File: src/rtl/vni_pkg.sv
package vni_pkg;

  localparam int OPC_W = 17;

  // Major fields (opcode bits [16:5]) and subfield prefixes (bits [4:1]).
  localparam logic [11:0] MAJ_REG = 12'b0111_0101_0010;
  localparam logic [11:0] MAJ_IMM = 12'b0111_0110_1001;
  localparam logic [3:0]  SUB_REG = 4'b1011;
  localparam logic [3:0]  SUB_IMM = 4'b1010;

  typedef enum logic [1:0] {
    FORM_NONE = 2'd0,
    FORM_REG  = 2'd1,
    FORM_IMM  = 2'd2
  } form_e;

  typedef enum logic {
    SZ_BYTE = 1'b0,
    SZ_HALF = 1'b1
  } size_e;

  typedef struct packed {
    form_e form;
    size_e size;
  } opdec_t;

endpackage

File: src/rtl/vni_rst_sync.sv
module vni_rst_sync (
  input  logic clk,
  input  logic arst_n,
  output logic rst_n_sync
);

  logic meta_q;
  logic sync_q;

  always_ff @(posedge clk or negedge arst_n) begin
    if (!arst_n) begin
      meta_q <= 1'b0;
      sync_q <= 1'b0;
    end else begin
      meta_q <= 1'b1;
      sync_q <= meta_q;
    end
  end

  assign rst_n_sync = sync_q;

endmodule

File: src/rtl/vni_decode.sv
module vni_decode
  import vni_pkg::*;
(
  input  logic [OPC_W-1:0] opcode,
  output opdec_t           dec
);

  logic [11:0] major;
  logic [3:0]  sub_pfx;

  assign major   = opcode[16:5];
  assign sub_pfx = opcode[4:1];

  always_comb begin
    dec.form = FORM_NONE;
    dec.size = opcode[0] ? SZ_HALF : SZ_BYTE;
    if (major == MAJ_REG && sub_pfx == SUB_REG) begin
      dec.form = FORM_REG;
    end else if (major == MAJ_IMM && sub_pfx == SUB_IMM) begin
      dec.form = FORM_IMM;
    end
  end

endmodule

File: src/rtl/vni_half_scan.sv
module vni_half_scan #(
  parameter int HALF_W = 128,
  parameter int IDX_W  = 5
) (
  input  logic [HALF_W-1:0] half_src,
  output logic [IDX_W-1:0]  first_b,
  output logic [IDX_W-1:0]  first_h
);

  localparam int B_LANES = HALF_W / 8;
  localparam int H_LANES = HALF_W / 16;

  logic [B_LANES-1:0] neg_b;
  logic [H_LANES-1:0] neg_h;

  for (genvar g = 0; g < B_LANES; g++) begin : g_sign_b
    assign neg_b[g] = half_src[8*g + 7];
  end

  for (genvar g = 0; g < H_LANES; g++) begin : g_sign_h
    assign neg_h[g] = half_src[16*g + 15];
  end

  // Priority search: walking downward lets the lowest match win.
  always_comb begin
    first_b = IDX_W'(B_LANES);
    for (int i = B_LANES - 1; i >= 0; i--) begin
      if (neg_b[i]) first_b = IDX_W'(i);
    end
  end

  always_comb begin
    first_h = IDX_W'(H_LANES);
    for (int i = H_LANES - 1; i >= 0; i--) begin
      if (neg_h[i]) first_h = IDX_W'(i);
    end
  end

endmodule

File: src/rtl/vni_half_merge.sv
module vni_half_merge
  import vni_pkg::*;
#(
  parameter int HALF_W = 128,
  parameter int IDX_W  = 5,
  parameter int SLOT_W = 4
) (
  input  logic [HALF_W-1:0] old_half,
  input  logic              wr_en,
  input  size_e             size,
  input  logic [SLOT_W-1:0] slot,
  input  logic [IDX_W-1:0]  idx,
  output logic [HALF_W-1:0] new_half
);

  always_comb begin
    new_half = old_half;
    if (wr_en) begin
      if (size == SZ_BYTE) begin
        new_half[int'(slot)*8 +: 8] = 8'(idx);
      end else begin
        new_half[int'(slot[SLOT_W-2:0])*16 +: 16] = 16'(idx);
      end
    end
  end

endmodule

File: src/rtl/vneg_index_unit.sv
module vneg_index_unit
  import vni_pkg::*;
#(
  parameter int VEC_W  = 256,
  parameter int HALF_W = 128,
  parameter int IMM_W  = 5
) (
  input  logic             clk,
  input  logic             rst_n,
  input  logic             in_valid,
  input  logic [16:0]      in_opcode,
  input  logic [VEC_W-1:0] in_src,
  input  logic [VEC_W-1:0] in_sel,
  input  logic [VEC_W-1:0] in_old,
  input  logic [IMM_W-1:0] in_imm,
  output logic             out_valid,
  output logic [VEC_W-1:0] out_result
);

  localparam int NUM_HALVES = VEC_W / HALF_W;
  localparam int B_LANES    = HALF_W / 8;
  localparam int SLOT_W     = $clog2(B_LANES);
  localparam int IDX_W      = SLOT_W + 1;

  logic             rst_n_sync;
  opdec_t           dec;
  logic [VEC_W-1:0] nxt_result;
  logic [VEC_W-1:0] res_q;
  logic             vld_q;
  logic             unused_imm;

  vni_rst_sync u_rst_sync (
    .clk        (clk),
    .arst_n     (rst_n),
    .rst_n_sync (rst_n_sync)
  );

  vni_decode u_decode (
    .opcode (in_opcode),
    .dec    (dec)
  );

  assign unused_imm = ^in_imm[IMM_W-1:SLOT_W];

  for (genvar h = 0; h < NUM_HALVES; h++) begin : g_half
    logic [IDX_W-1:0]  first_b;
    logic [IDX_W-1:0]  first_h;
    logic [IDX_W-1:0]  idx;
    logic [SLOT_W-1:0] raw_slot;
    logic [SLOT_W-1:0] slot;
    logic              unused_sel;

    assign unused_sel = ^in_sel[h*HALF_W + SLOT_W +: HALF_W - SLOT_W];

    vni_half_scan #(
      .HALF_W (HALF_W),
      .IDX_W  (IDX_W)
    ) u_scan (
      .half_src (in_src[h*HALF_W +: HALF_W]),
      .first_b  (first_b),
      .first_h  (first_h)
    );

    // Target lane: selector lane at the base of this half, or the immediate.
    always_comb begin
      raw_slot = (dec.form == FORM_REG) ? in_sel[h*HALF_W +: SLOT_W]
                                        : in_imm[SLOT_W-1:0];
      slot     = (dec.size == SZ_HALF) ? {1'b0, raw_slot[SLOT_W-2:0]}
                                       : raw_slot;
      idx      = (dec.size == SZ_BYTE) ? first_b : first_h;
    end

    vni_half_merge #(
      .HALF_W (HALF_W),
      .IDX_W  (IDX_W),
      .SLOT_W (SLOT_W)
    ) u_merge (
      .old_half (in_old[h*HALF_W +: HALF_W]),
      .wr_en    (dec.form != FORM_NONE),
      .size     (dec.size),
      .slot     (slot),
      .idx      (idx),
      .new_half (nxt_result[h*HALF_W +: HALF_W])
    );
  end

  always_ff @(posedge clk or negedge rst_n_sync) begin
    if (!rst_n_sync) begin
      vld_q <= 1'b0;
    end else begin
      vld_q <= in_valid;
    end
  end

  always_ff @(posedge clk) begin
    if (in_valid) begin
      res_q <= nxt_result;
    end
  end

  assign out_valid  = vld_q;
  assign out_result = res_q;

endmodule

File: config.mk
export PLATFORM = sky130hd
export DESIGN_NAME = vneg_index_unit
export DESIGN_NICKNAME = d
export VERILOG_FILES = /design/src/rtl/vni_pkg.sv /design/src/rtl/vni_rst_sync.sv /design/src/rtl/vni_decode.sv /design/src/rtl/vni_half_scan.sv /design/src/rtl/vni_half_merge.sv /design/src/rtl/vneg_index_unit.sv
export SDC_FILE = /design/constraint.sdc
export NUM_CORES = 1
export LEC_CHECK = 0
export ABC_AREA = 0
export BUFFER_PORTS_ARGS = -buffer_cell sky130_fd_sc_hd__buf_2
export CORE_AREA = 2 2 409 411
export DETAILED_ROUTE_END_ITERATION = 10
export DIE_AREA = 0 0 411 413
export SETUP_SLACK_MARGIN = 0.2
export SLEW_MARGIN = 10
export SYNTH_ARGS = -nofsm -noshare
export SYNTH_HDL_FRONTEND = slang
export SYNTH_HIERARCHICAL = 1
export SYNTH_SLANG_ARGS = --single-unit
File: constraint.sdc
create_clock -name clk -period 1.04 [get_ports clk]
set_clock_uncertainty 0.2 [all_clocks]
set_input_delay 0.208 -clock clk [delete_from_list [all_inputs] [get_ports clk]]
set_output_delay 0.208 -clock clk [all_outputs]
set_load 0.01 [all_outputs]
==> flow_summary.json, run 1 <==
{
  "seq_area_frac_synth": 0.561,
  "synthArstFlopShare": 0.0116,
  "max_stage_delay_ns": 0.41,
  "arrival_ns": 3.44,
  "ir_drop_v": 0.00133,
  "cts_buffers": 30,
  "coreArea_mm2": 0.166,
  "ys_ff_latch": 259,
  "cts-htree-levels": 1,
  "worstSetupPathType": "input pin to register",
  "required_ns": 1.18,
  "first_pass_iters": 5,
  "r2r_cells": 0,
  "fin_ws_ns": -2.26,
  "p_total_w": 0.0314,
  "setup_violations": 513,
  "crit_path_end_kind": "register",
  "finish.utilization": 0.160,
  "rsz0062_at_grt": "yes",
  "hp-class": "input pin to register",
  "violations": "hold timing, setup timing",
  "path_clk_slew_ns": 0.07,
  "grt_pass1_vias": 15300,
  "min_from": "in_old[50]",
  "cap_violations": 0,
  "start_util": 0.0834,
  "clock_path_buffers": 3,
  "synth-edff-count": 256,
  "start_kind": "input pin",
  "postRouteWirelength_mm": 107,
  "grt_antenna_before_repair": 88,
  "dp_hpwl_mm": 90.9,
  "hold_depth": 2,
  "cp_slowest_cell": "or3b_4",
  "cts_tree": "built",
  "crit_top_cell": "buf_6",
  "r2r_start": "u_rst_sync/meta_q",
  "syn_area_mm2": 0.0138,
  "critPathLaunch": "in_opcode[16]",
  "final-max-slew-violation-count": 0,
  "hold_slack_ns": -0.291,
  "ant_nets": 0,
  "fp.dieH_um": 413,
  "numPortBuffers": 576,
  "worstSkewPairLatency_ns": 0.60,
  "ios": 1050,
  "fmax_ghz": 0.303,
  "leakage_nw": 10.2,
  "worst_slew_pin_slew_ns": 0.535,
  "die_w_um": 411,
  "final_cell_mix": "489 x buf_2, 279 x buf_4, 256 x edfxtp_1, 130 x buf_6, 93 x dlygate4sd3_1",
  "postSynthAreaPerCell_um2": 12.0,
  "synthToLayoutAreaGrowth_pct": 91.5,
  "hold_viol_final": 216,
  "place.gp.congestion": 0.916,
  "grt_pass1_wl_mm": 138,
  "ys.flop_type": "edfxtp_1",
  "synthesis.nets": 1951,
  "worstSetupPathDepth": 15,
  "path_buf_inv": 5,
  "fin_crit_sh": 3.17,
  "clock-sinks": 259,
  "path_delay_family": "simple AND/OR/NAND/NOR gates",
  "crit_path_cell_trace": "buf_6 -> nand4bb_4 -> nor4_4 -> buf_4 -> nor2b_4 -> buf_12 -> mux2_4 -> nor3_4 -> ha_4 -> buf_6 -> or3b_4 -> a21oi_4 -> buf_6 -> a31oi_4 -> a221o_1",
  "dieArea_mm2": 0.170,
  "tns_ns": -668.41,
  "vias_per_cell": 3.47,
  "rows": 150,
  "layout-drive-gt1-share": 0.586,
  "grt.overflow.total": 0,
  "cts_root_buf": "clkbuf_16",
  "drc": 0,
  "syn_inst": 1149,
  "period_minus_slack_ns": 3.30,
  "wire_per_inst_um": 24.4,
  "final_common_cell": "buf_2",
  "ys_types": 94,
  "powerDensity_mw_per_mm2": 1180,
  "grt_use_total": 0.120,
  "yosysWarnings": 6,
  "grt_max_degree": 33,
  "first_iter_violations": 1304,
  "routed-via-count": 15300,
  "slew_headroom": 0.641,
  "finalNetCount": 2948,
  "n_fill_cell": 18500,
  "status": "finished, violations left",
  "path_max_fanout": 5
}
-- layout make-up --
| cell class | count | area (µm²) | share of cell area |
|---|---|---|---|
| Inverter | 37 | 161 | 0.00609 |
| Clock buffer | 36 | 805 | 0.0304 |
| Timing Repair Buffer | 1029 | 7680 | 0.290 |
| Sequential cell | 259 | 7760 | 0.293 |
| Clock inverter | 20 | 226 | 0.00855 |
| Tap cell | 2204 | 2760 | 0.104 |
| Antenna cell | 21 | 52.6 | 0.00198 |
| Multi-Input combinational cell | 789 | 7050 | 0.266 |
-- per-layer routing --
layer,wire length (µm),vias to the layer above,track usage
li1,-,6511,-
met1,42500,7512,0.144
met5,234,-,0
met2,49300,958,0.198
met4,4620,34,0.0435
met3,10600,238,0.0423
-- power by group --
group	total (W)	leakage, nW	switching [W]	internal (W)
clock	0.0113	0.496	0.00478	0.00653
sequential	0.0129	2.54	0.000450	0.0124
combinational	0.00722	7.17	0.00379	0.00343
total	0.0314	10.2	0.00902	0.0224
-- logic make-up after synthesis --
logic type / after synthesis / share of synthesized area
other: 3 / 0.000814
flip-flops: 259 / 0.561
AO/OA/AOI/OAI: 284 / 0.168
multiplexers: 56 / 0.0450
buffers and inverters: 101 / 0.0329
adder cells (fa/ha/maj): 9 / 0.00814
AND/OR/NAND/NOR: 437 / 0.184
-- worst paths after layout --
kind                                    endpoint  slack (ns)
setup / recovery                 out_result[164]       -2.26
hold / removal                    out_result[50]       -0.29
setup reg to reg           u_rst_sync/rst_n_sync        0.37
hold reg to reg                        out_valid       -0.17
max in group asynchronous  u_rst_sync/rst_n_sync        0.27
min in group asynchronous              out_valid       -0.17
-- cells in the mapped netlist, types with 4 or more instances --
library cell,instances,area [µm²]
edfxtp_1,256,7690
and2_1,86,538
nand2_1,79,297
nor2_1,75,282
a22o_1,63,552
inv_1,35,131
a221o_1,32,320
nand3_1,32,160
a21oi_1,31,155
and3_1,31,194
mux2_2,26,293
clkbuf_1,25,93.8
mux2i_1,24,240
buf_2,23,115
nor2b_1,19,119
nor3_1,18,90.1
o2bb2ai_1,17,149
o21ai_0,14,70.1
o22ai_1,13,81.3
nor4_1,12,75.1
o21ai_1,11,55.1
a32o_1,10,100
ha_1,9,113
nand2b_1,9,56.3
a21o_1,8,60.1
a31o_2,8,70.1
buf_4,8,60.1
nand4bb_1,8,90.1
o32ai_1,8,70.1
a22oi_1,7,52.6
nand4_1,7,43.8
mux2_4,6,90.1
nor3b_1,6,45.0
or2_2,6,37.5
a2bb2oi_1,5,43.8
and4_1,5,43.8
o221a_2,5,56.3
o31a_1,5,43.8
or3b_1,5,43.8
a31oi_1,4,25.0
a32oi_1,4,35.0
buf_1,4,15.0
nand3b_1,4,30.0
-- repair_timing --
action                                  4_1_cts  5_1_grt
endpoints found under the setup margin      513      513
pin swaps                                   128       59
gates cloned                                  0        0
resized for setup                           337       85
hold endpoints to repair                    361      231
hold buffers                                 92        1
setup buffers                                36        9
-- metrics by stage --
step / worst slack (ns) / hold WS (ns) / instance area [µm²] / instances
after global routing: -2.28 / -0.321 / 26500 / 4386
final: -2.26 / -0.291 / 26500 / 4395
after detailed placement: -3.47 / -0.204 / 22300 / 4180
after global placement: -3.49 / -0.207 / 22300 / 4180
after floorplan: -2.63 / -0.288 / 14300 / 1149
after CTS: -2.21 / -0.344 / 26000 / 4364
-- state kept, by name, summed over array words and instances (netlist names) --
signal                 count
out_valid                  1
u_rst_sync/meta_q          1
out_result               256
u_rst_sync/rst_n_sync      1
Note: power is estimated with default switching activity, not from simulation.
==> run 2, diff against run 1 <==
--- a/config.mk
+++ b/config.mk
@@ -9,5 +9,5 @@
 export BUFFER_PORTS_ARGS = -buffer_cell sky130_fd_sc_hd__buf_2
-export CORE_AREA = 2 2 409 411
+export CORE_AREA = 2 2 406 408
 export DETAILED_ROUTE_END_ITERATION = 10
-export DIE_AREA = 0 0 411 413
+export DIE_AREA = 0 0 408 410
 export SETUP_SLACK_MARGIN = 0.2
@@ -16,3 +16,2 @@
 export SYNTH_HDL_FRONTEND = slang
-export SYNTH_HIERARCHICAL = 1
 export SYNTH_SLANG_ARGS = --single-unit
==> constraint.sdc (replaced) <==
create_clock -name clk -period 1.04 [get_ports clk]
set_clock_uncertainty 0.2 [all_clocks]
set_input_delay 0.052 -clock clk [delete_from_list [all_inputs] [get_ports clk]]
set_output_delay 0.052 -clock clk [all_outputs]
set_load 0.01 [all_outputs]
==> flow_summary.json, run 2 <==
{
  "place.gp.congestion": 0.880,
  "cts_root_buf": "clkbuf_16",
  "r2r_cells": 0,
  "hold_slack_ns": -0.429,
  "grt_use_total": 0.137,
  "hp-class": "input pin to register",
  "path_clk_slew_ns": 0.05,
  "fmax_ghz": 0.368,
  "p_int_w": 0.0251,
  "fin_ws_ns": -1.67,
  "postSynthAreaPerCell_um2": 11.2,
  "first_iter_violations": 1164,
  "setup_violations": 513,
  "met3_length_mm": 16.9,
  "leakage_nw": 12.3,
  "dr_wl_met2_mm": 48.2,
  "numPortBuffers": 576,
  "r2r_start": "u_rst_sync.meta_q",
  "clock_path_buffers": 3,
  "clock-sinks": 259,
  "final-max-slew-violation-count": 0,
  "routed.top_layer": "met5",
  "r2r_end": "u_rst_sync.rst_n_sync",
  "final_cell_mix": "427 x buf_2, 339 x buf_4, 256 x edfxtp_1, 247 x dlygate4sd3_1, 243 x buf_6",
  "required_ns": 1.28,
  "pre_cts_ws_ns": -2.52,
  "status": "finished, violations left",
  "ys.flop_type": "edfxtp_1",
  "routed-via-count": 16800,
  "grt_pass1_vias": 16600,
  "cap_violations": 0,
  "worstSetupPathType": "input pin to register",
  "worstSkewPairLatency_ns": 0.59,
  "path_max_fanout": 9,
  "ys_types": 78,
  "fp.dieH_um": 410,
  "p_total_w": 0.0358,
  "fin_crit_sh": 2.61,
  "hold_viol_final": 272,
  "wirelength_met1_mm": 51.2,
  "final_common_cell": "buf_2",
  "syn_inst": 1220,
  "worst_slew_pin_slew_ns": 1.00,
  "period_minus_slack_ns": 2.71,
  "pwr-share-clk": 0.389,
  "grt.overflow.total": 0,
  "cts-htree-levels": 2,
  "yosys.area.top_type": "edfxtp_1",
  "first_pass_iters": 5,
  "yosysWarnings": 0,
  "instances_no_fill": 4757,
  "p_seq_frac": 0.357,
  "grt_max_degree": 38,
  "coreArea_mm2": 0.163,
  "netlist_top_cells_count": "256 x edfxtp_1, 99 x nand2_1, 88 x nor2_1, 86 x and2_1, 77 x o21ai_0",
  "slew_headroom": 0.327,
  "drc": 0,
  "crit_path_cell_trace": "buf_6 -> nand4b_1 -> nor4_4 -> buf_12 -> mux2_4 -> inv_4 -> ha_4 -> ha_4 -> buf_6 -> buf_8 -> buf_6 -> buf_6 -> nor2b_4 -> buf_6 -> a31o_4 -> o22ai_2 -> a21oi_1",
  "cp_slowest_cell": "nor4_4",
  "cts_tree": "built",
  "dieArea_mm2": 0.167,
  "dp_cells": 4318,
  "r2r_slack_ns": 0.36,
  "die_w_um": 408,
  "finish.utilization": 0.191,
  "grt_antenna_before_repair": 78,
  "ys_ff_latch": 259,
  "arrival_ns": 2.96,
  "violations": "hold timing, setup timing",
  "crit_path_end_kind": "register",
  "syn_area_mm2": 0.0136,
  "cts_buffers": 38,
  "yosysMostFrequentCell": "edfxtp_1",
  "max_stage_delay_ns": 0.34,
  "rows": 149,
  "p_sw_frac": 0.297,
  "synth_area_leaders": "edfxtp_1 56%, and2_1 4.0%, o21ai_0 2.8%, nand2_1 2.7%, nor2_1 2.4%",
  "largest_reg_flops": 256,
  "rsz0062_at_grt": "yes",
  "crit_top_cell": "buf_6",
  "share_comb_of_total_power": 0.254,
  "synth.top_cell.area_share": 0.564,
  "synthArstFlopShare": 0.0116,
  "wire_per_inst_um": 25.2,
  "synthesis.nets": 2025,
  "seq_area_frac_synth": 0.570,
  "endpoint": "out_result[179]",
  "synthToLayoutAreaGrowth_pct": 130,
  "start_util": 0.0833,
  "powerDensity_mw_per_mm2": 1140,
  "dp_hpwl_mm": 99.9,
  "p_sw_w": 0.0106,
  "layout-drive-gt1-share": 0.615,
  "ant_nets": 0,
  "vias_per_cell": 3.52,
  "critPathLaunch": "in_opcode[8]",
  "postRouteWirelength_mm": 120,
  "grt_pass1_wl_mm": 153,
  "start_kind": "input pin",
  "synth-edff-count": 256,
  "finalNetCount": 3330,
  "ir_drop_v": 0.00123,
  "ios": 1050
}
[run 2: changes by cell type after synthesis, sizes merged, moves of 9 or more]
cell / change
mux2i: -9
or3: +12
o21ai: +55
a21oi: +16
nor2: +10
nand3: +28
nor3: +21
buf: -32
clkbuf: +16
a22o: -31
mux2: -15
nand2: +20
nand4: +9
a221o: -27
[run 2: worst min path at each step]
| stage | startpoint | end | slack, ns | cells past startpoint |
|---|---|---|---|---|
| after floorplan | rst_n | u_rst_sync.meta_q | -0.44 | 0 |
| after global routing | in_old[36] | out_result[36] | -0.44 | 2 |
| after CTS | in_old[36] | out_result[36] | -0.47 | 2 |
| final | in_old[36] | out_result[36] | -0.43 | 2 |
| after detailed placement | rst_n | u_rst_sync.meta_q | -0.35 | 1 |
| after global placement | rst_n | u_rst_sync.meta_q | -0.35 | 1 |
[run 2: layout make-up]
cell class	instances	area (µm²)
clock inverter	21	265
multi-input combinational	881	8330
tap	2189	2740
sequential	259	7760
clock buffer	47	1030
inverter	34	153
timing repair buffer	1311	11000
fill	17900	132000
antenna	15	37.5
[run 2: cells by family (layout without fill, tap and decap cells)]
family / Yosys count / after routing / synth area share
AO/OA/AOI/OAI: 327 / 327 / 0.171
adder cells (fa/ha/maj): 12 / 12 / 0.0110
buffers and inverters: 82 / 1413 / 0.0231
flip-flops: 259 / 259 / 0.570
multiplexers: 32 / 32 / 0.0267
other: 1 / 16 / 0.000275
AND/OR/NAND/NOR: 507 / 509 / 0.198
[run 2: critical path: cells and delay by family]
family          cells  cell delay [ns]
compound gates      3             0.41
fa+ha+maj           2             0.35
buf+inv             8             0.99
mux                 1             0.34
simple gates        3             0.79
[run 2: timing repair]
action | in CTS | in global routing
setup buffers | 65 | 41
resized for setup | 406 | 655
pin swaps | 170 | 166
cloned | 3 | 0
endpoints found under the hold margin | 516 | 273
hold buffers | 247 | 1
endpoints found under the setup margin | 513 | 518
[run 2: metal layers]
metal | up-vias | global-route usage
met5 | - | 0
met4 | 68 | 0.0359
met3 | 175 | 0.0835
met2 | 859 | 0.191
met1 | 8232 | 0.174
li1 | 7431 | -
[run 2: power by group through the flow]
stage	Combinational (W)	Sequential [W]	Clock, W
final	0.00908	0.0128	0.0139
after global routing	0.00959	0.0129	0.0147
after CTS	0.00803	0.0127	0.0144
after detailed placement	0.00623	0.0129	0
after global placement	0.00621	0.0128	0
after floorplan	0.00156	0.0133	0
[run 2: through the flow]
| step | hold WS [ns] | cell area (µm²) | TNS (ns) |
|---|---|---|---|
| after floorplan | -0.444 | 14400 | -536.47 |
| after global placement | -0.355 | 22900 | -581.07 |
| final | -0.429 | 31300 | -476.03 |
| after global routing | -0.444 | 31300 | -509.76 |
| after CTS | -0.471 | 28900 | -475.47 |
| after detailed placement | -0.350 | 22900 | -590.52 |
==> run 3, diff against run 2 <==
- ABC_AREA: 0 -> 1
- CORE_AREA: 2 2 406 408 -> 2 2 408 410
- DIE_AREA: 0 0 408 410 -> 0 0 410 412
- TNS_END_PERCENT: default -> 1
- clock period: 1.04 -> 2.5 ns (I/O delays scaled with it)
==> flow_summary.json, run 3 <==
{
  "status": "finished, violations left",
  "violations": "setup timing",
  "worstSetupPathType": "input pin to register",
  "r2r_end": "out_valid",
  "synth_area_leaders": "edfxtp_1 48%, nand2_1 9.4%, nor2_1 7.0%, inv_1 6.3%, a21oi_1 5.6%",
  "ys_types": 49,
  "fin_ws_ns": -0.0298,
  "drc": 0,
  "worst_slew_pin_slew_ns": 0.924,
  "netlist_top_cells_count": "401 x nand2_1, 298 x nor2_1, 270 x inv_1, 256 x edfxtp_1, 181 x a21oi_1",
  "fin_crit_sh": 1.01,
  "ys_ff_latch": 259,
  "seq_area_frac_synth": 0.483,
  "final-max-slew-violation-count": 0,
  "tns_ns": -0.0862,
  "routed-via-count": 20100,
  "ant_nets": 0,
  "hold_slack_ns": 0.101,
  "grt_max_degree": 69,
  "clock-sinks": 259,
  "start_kind": "input pin",
  "place.gp.congestion": 0.913,
  "hp-class": "input pin to register",
  "instances_no_fill": 5417,
  "ys.flop_type": "edfxtp_1",
  "rsz0062_at_grt": "yes",
  "endpoint": "out_result[220]",
  "largest_reg_flops": 256,
  "r2r_slack_ns": 1.67,
  "postSynthAreaPerCell_um2": 7.87,
  "r2r_cells": 1,
  "yosysMostFrequentCell": "nand2_1",
  "ios": 1050,
  "yosysWarnings": 0,
  "cap_violations": 0,
  "cts_tree": "built",
  "postRouteWirelength_mm": 128,
  "vias_per_cell": 3.72,
  "dp_hpwl_mm": 108,
  "hold_viol_final": 0,
  "die_w_um": 410,
  "cts_buffers": 41,
  "r2r_start": "u_rst_sync.rst_n_sync",
  "yosys.area.top_type": "edfxtp_1",
  "start_util": 0.0980,
  "final_common_cell": "buf_2",
  "grt_antenna_before_repair": 80,
  "wire_per_inst_um": 23.6,
  "crit_top_cell": "nand2_4",
  "rows": 149,
  "fmax_ghz": 0.395,
  "path_max_fanout": 9,
  "grt_pass1_vias": 19500,
  "coreArea_mm2": 0.164,
  "crit_path_cell_trace": "buf_8 -> nor2_4 -> nand2_2 -> nor2_4 -> nand2_4 -> nand2_4 -> buf_12 -> o21ai_4 -> buf_12 -> buf_6 -> ha_4 -> ha_4 -> buf_4 -> nand2_4 -> inv_1 -> nand2_1 -> inv_2 -> o21ai_0 -> o211ai_1 -> a21oi_1",
  "cp_slowest_cell": "ha_4",
  "powerDensity_mw_per_mm2": 513,
  "synthesis.nets": 2850,
  "synthArstFlopShare": 0.0116,
  "first_pass_iters": 7,
  "pre_cts_ws_ns": -0.914,
  "first_iter_violations": 1556,
  "required_ns": 2.68,
  "numPortBuffers": 576,
  "grt.overflow.total": 0,
  "finish.utilization": 0.180,
  "synthToLayoutAreaGrowth_pct": 83.6,
  "final_cell_mix": "569 x buf_2, 359 x nand2_1, 294 x buf_4, 264 x nor2_1, 260 x dlygate4sd3_1",
  "syn_inst": 2045,
  "leakage_nw": 12.6,
  "setup_violations": 4,
  "dp_cells": 5059,
  "fp.dieH_um": 412,
  "grt_pass1_wl_mm": 168,
  "grt_use_total": 0.145,
  "crit_path_end_kind": "register",
  "slew_headroom": 0.384,
  "syn_area_mm2": 0.0161,
  "worstSkewPairLatency_ns": 0.61,
  "cts-htree-levels": 2,
  "layout-drive-gt1-share": 0.390,
  "critPathLaunch": "in_opcode[12]",
  "synth.top_cell.area_share": 0.478,
  "clock_path_buffers": 3,
  "dieArea_mm2": 0.169,
  "finalNetCount": 3994,
  "arrival_ns": 2.71,
  "period_minus_slack_ns": 2.53,
  "path_clk_slew_ns": 0.07,
  "ir_drop_v": 0.000459,
  "synth-edff-count": 256,
  "cts_root_buf": "clkbuf_16",
  "max_stage_delay_ns": 0.36
}
==> run 3: cell families (layout without fill, tap and decap cells) <==
family                     count (synthesis)  after routing  share of synthesized area
other                                      1              7                   0.000233
and+or+nand+nor                          920            920                      0.247
DFF                                      259            259                      0.483
adders and majority gates                 12             12                    0.00933
buffers and inverters                    371           1548                     0.0894
AOI/OAI and AO/OA                        482            482                      0.171
==> run 3: worst max-delay path: cells and delay by family <==
kind | cells | cell delay, ns
adders and majority gates | 2 | 0.52
AOI/OAI and AO/OA | 4 | 0.35
buffers and inverters | 7 | 0.84
and+or+nand+nor | 7 | 0.83
==> run 3: final cells by class <==
class                           count  area (µm²)
Multi-Input combinational cell   1415        7830
Antenna cell                        6        15.0
Fill cell                       18500      135000
Inverter                          285        1110
Clock inverter                     30         392
Timing Repair Buffer             1187        8630
Clock buffer                       46        1040
Tap cell                         2189        2740
Sequential cell                   259        7760
==> run 3: worst min path at each step <==
stage                             to  slack [ns]         start  cells after the start
6_report             out_result[114]        0.10  in_opcode[1]                      6
3_5_place_dp   u_rst_sync.rst_n_sync       -0.28         rst_n                      1
3_3_place_gp       u_rst_sync.meta_q       -0.29         rst_n                      1
5_1_grt                out_result[5]        0.12     in_old[5]                      4
4_1_cts              out_result[114]        0.03  in_opcode[1]                      6
2_1_floorplan      u_rst_sync.meta_q       -0.37         rst_n                      0
==> run 3: per-layer routing <==
metal	vias to the layer above	GRT usage	routed length, µm
met4	84	0.0393	3710
met1	9632	0.186	54500
met5	-	0	513
met3	206	0.0896	19600
met2	954	0.201	49400
li1	9254	-	-
==> run 3: power breakdown <==
group	total, W	switching [W]	internal (W)	leakage (nW)
logic	0.00343	0.00209	0.00134	9.36
registers	0.00527	0.000108	0.00516	2.54
clock network	0.00647	0.00268	0.00380	0.689
total	0.0152	0.00487	0.0103	12.6
==> run 3: through the flow <==
stage / instance area, µm² / total power, W
4_1_cts: 29200 / 0.0153
3_3_place_gp: 24400 / 0.00816
3_5_place_dp: 24400 / 0.00817
5_1_grt: 29500 / 0.0158
2_1_floorplan: 16400 / 0.00633
6_report: 29500 / 0.0152
==> run 3: timing repair <==
action	in CTS	in global routing
endpoints found under the setup margin	256	252
pin swaps	105	45
gates resized for setup	168	87
setup buffers	15	1
hold buffers	260	0
hold endpoints to repair	375	0
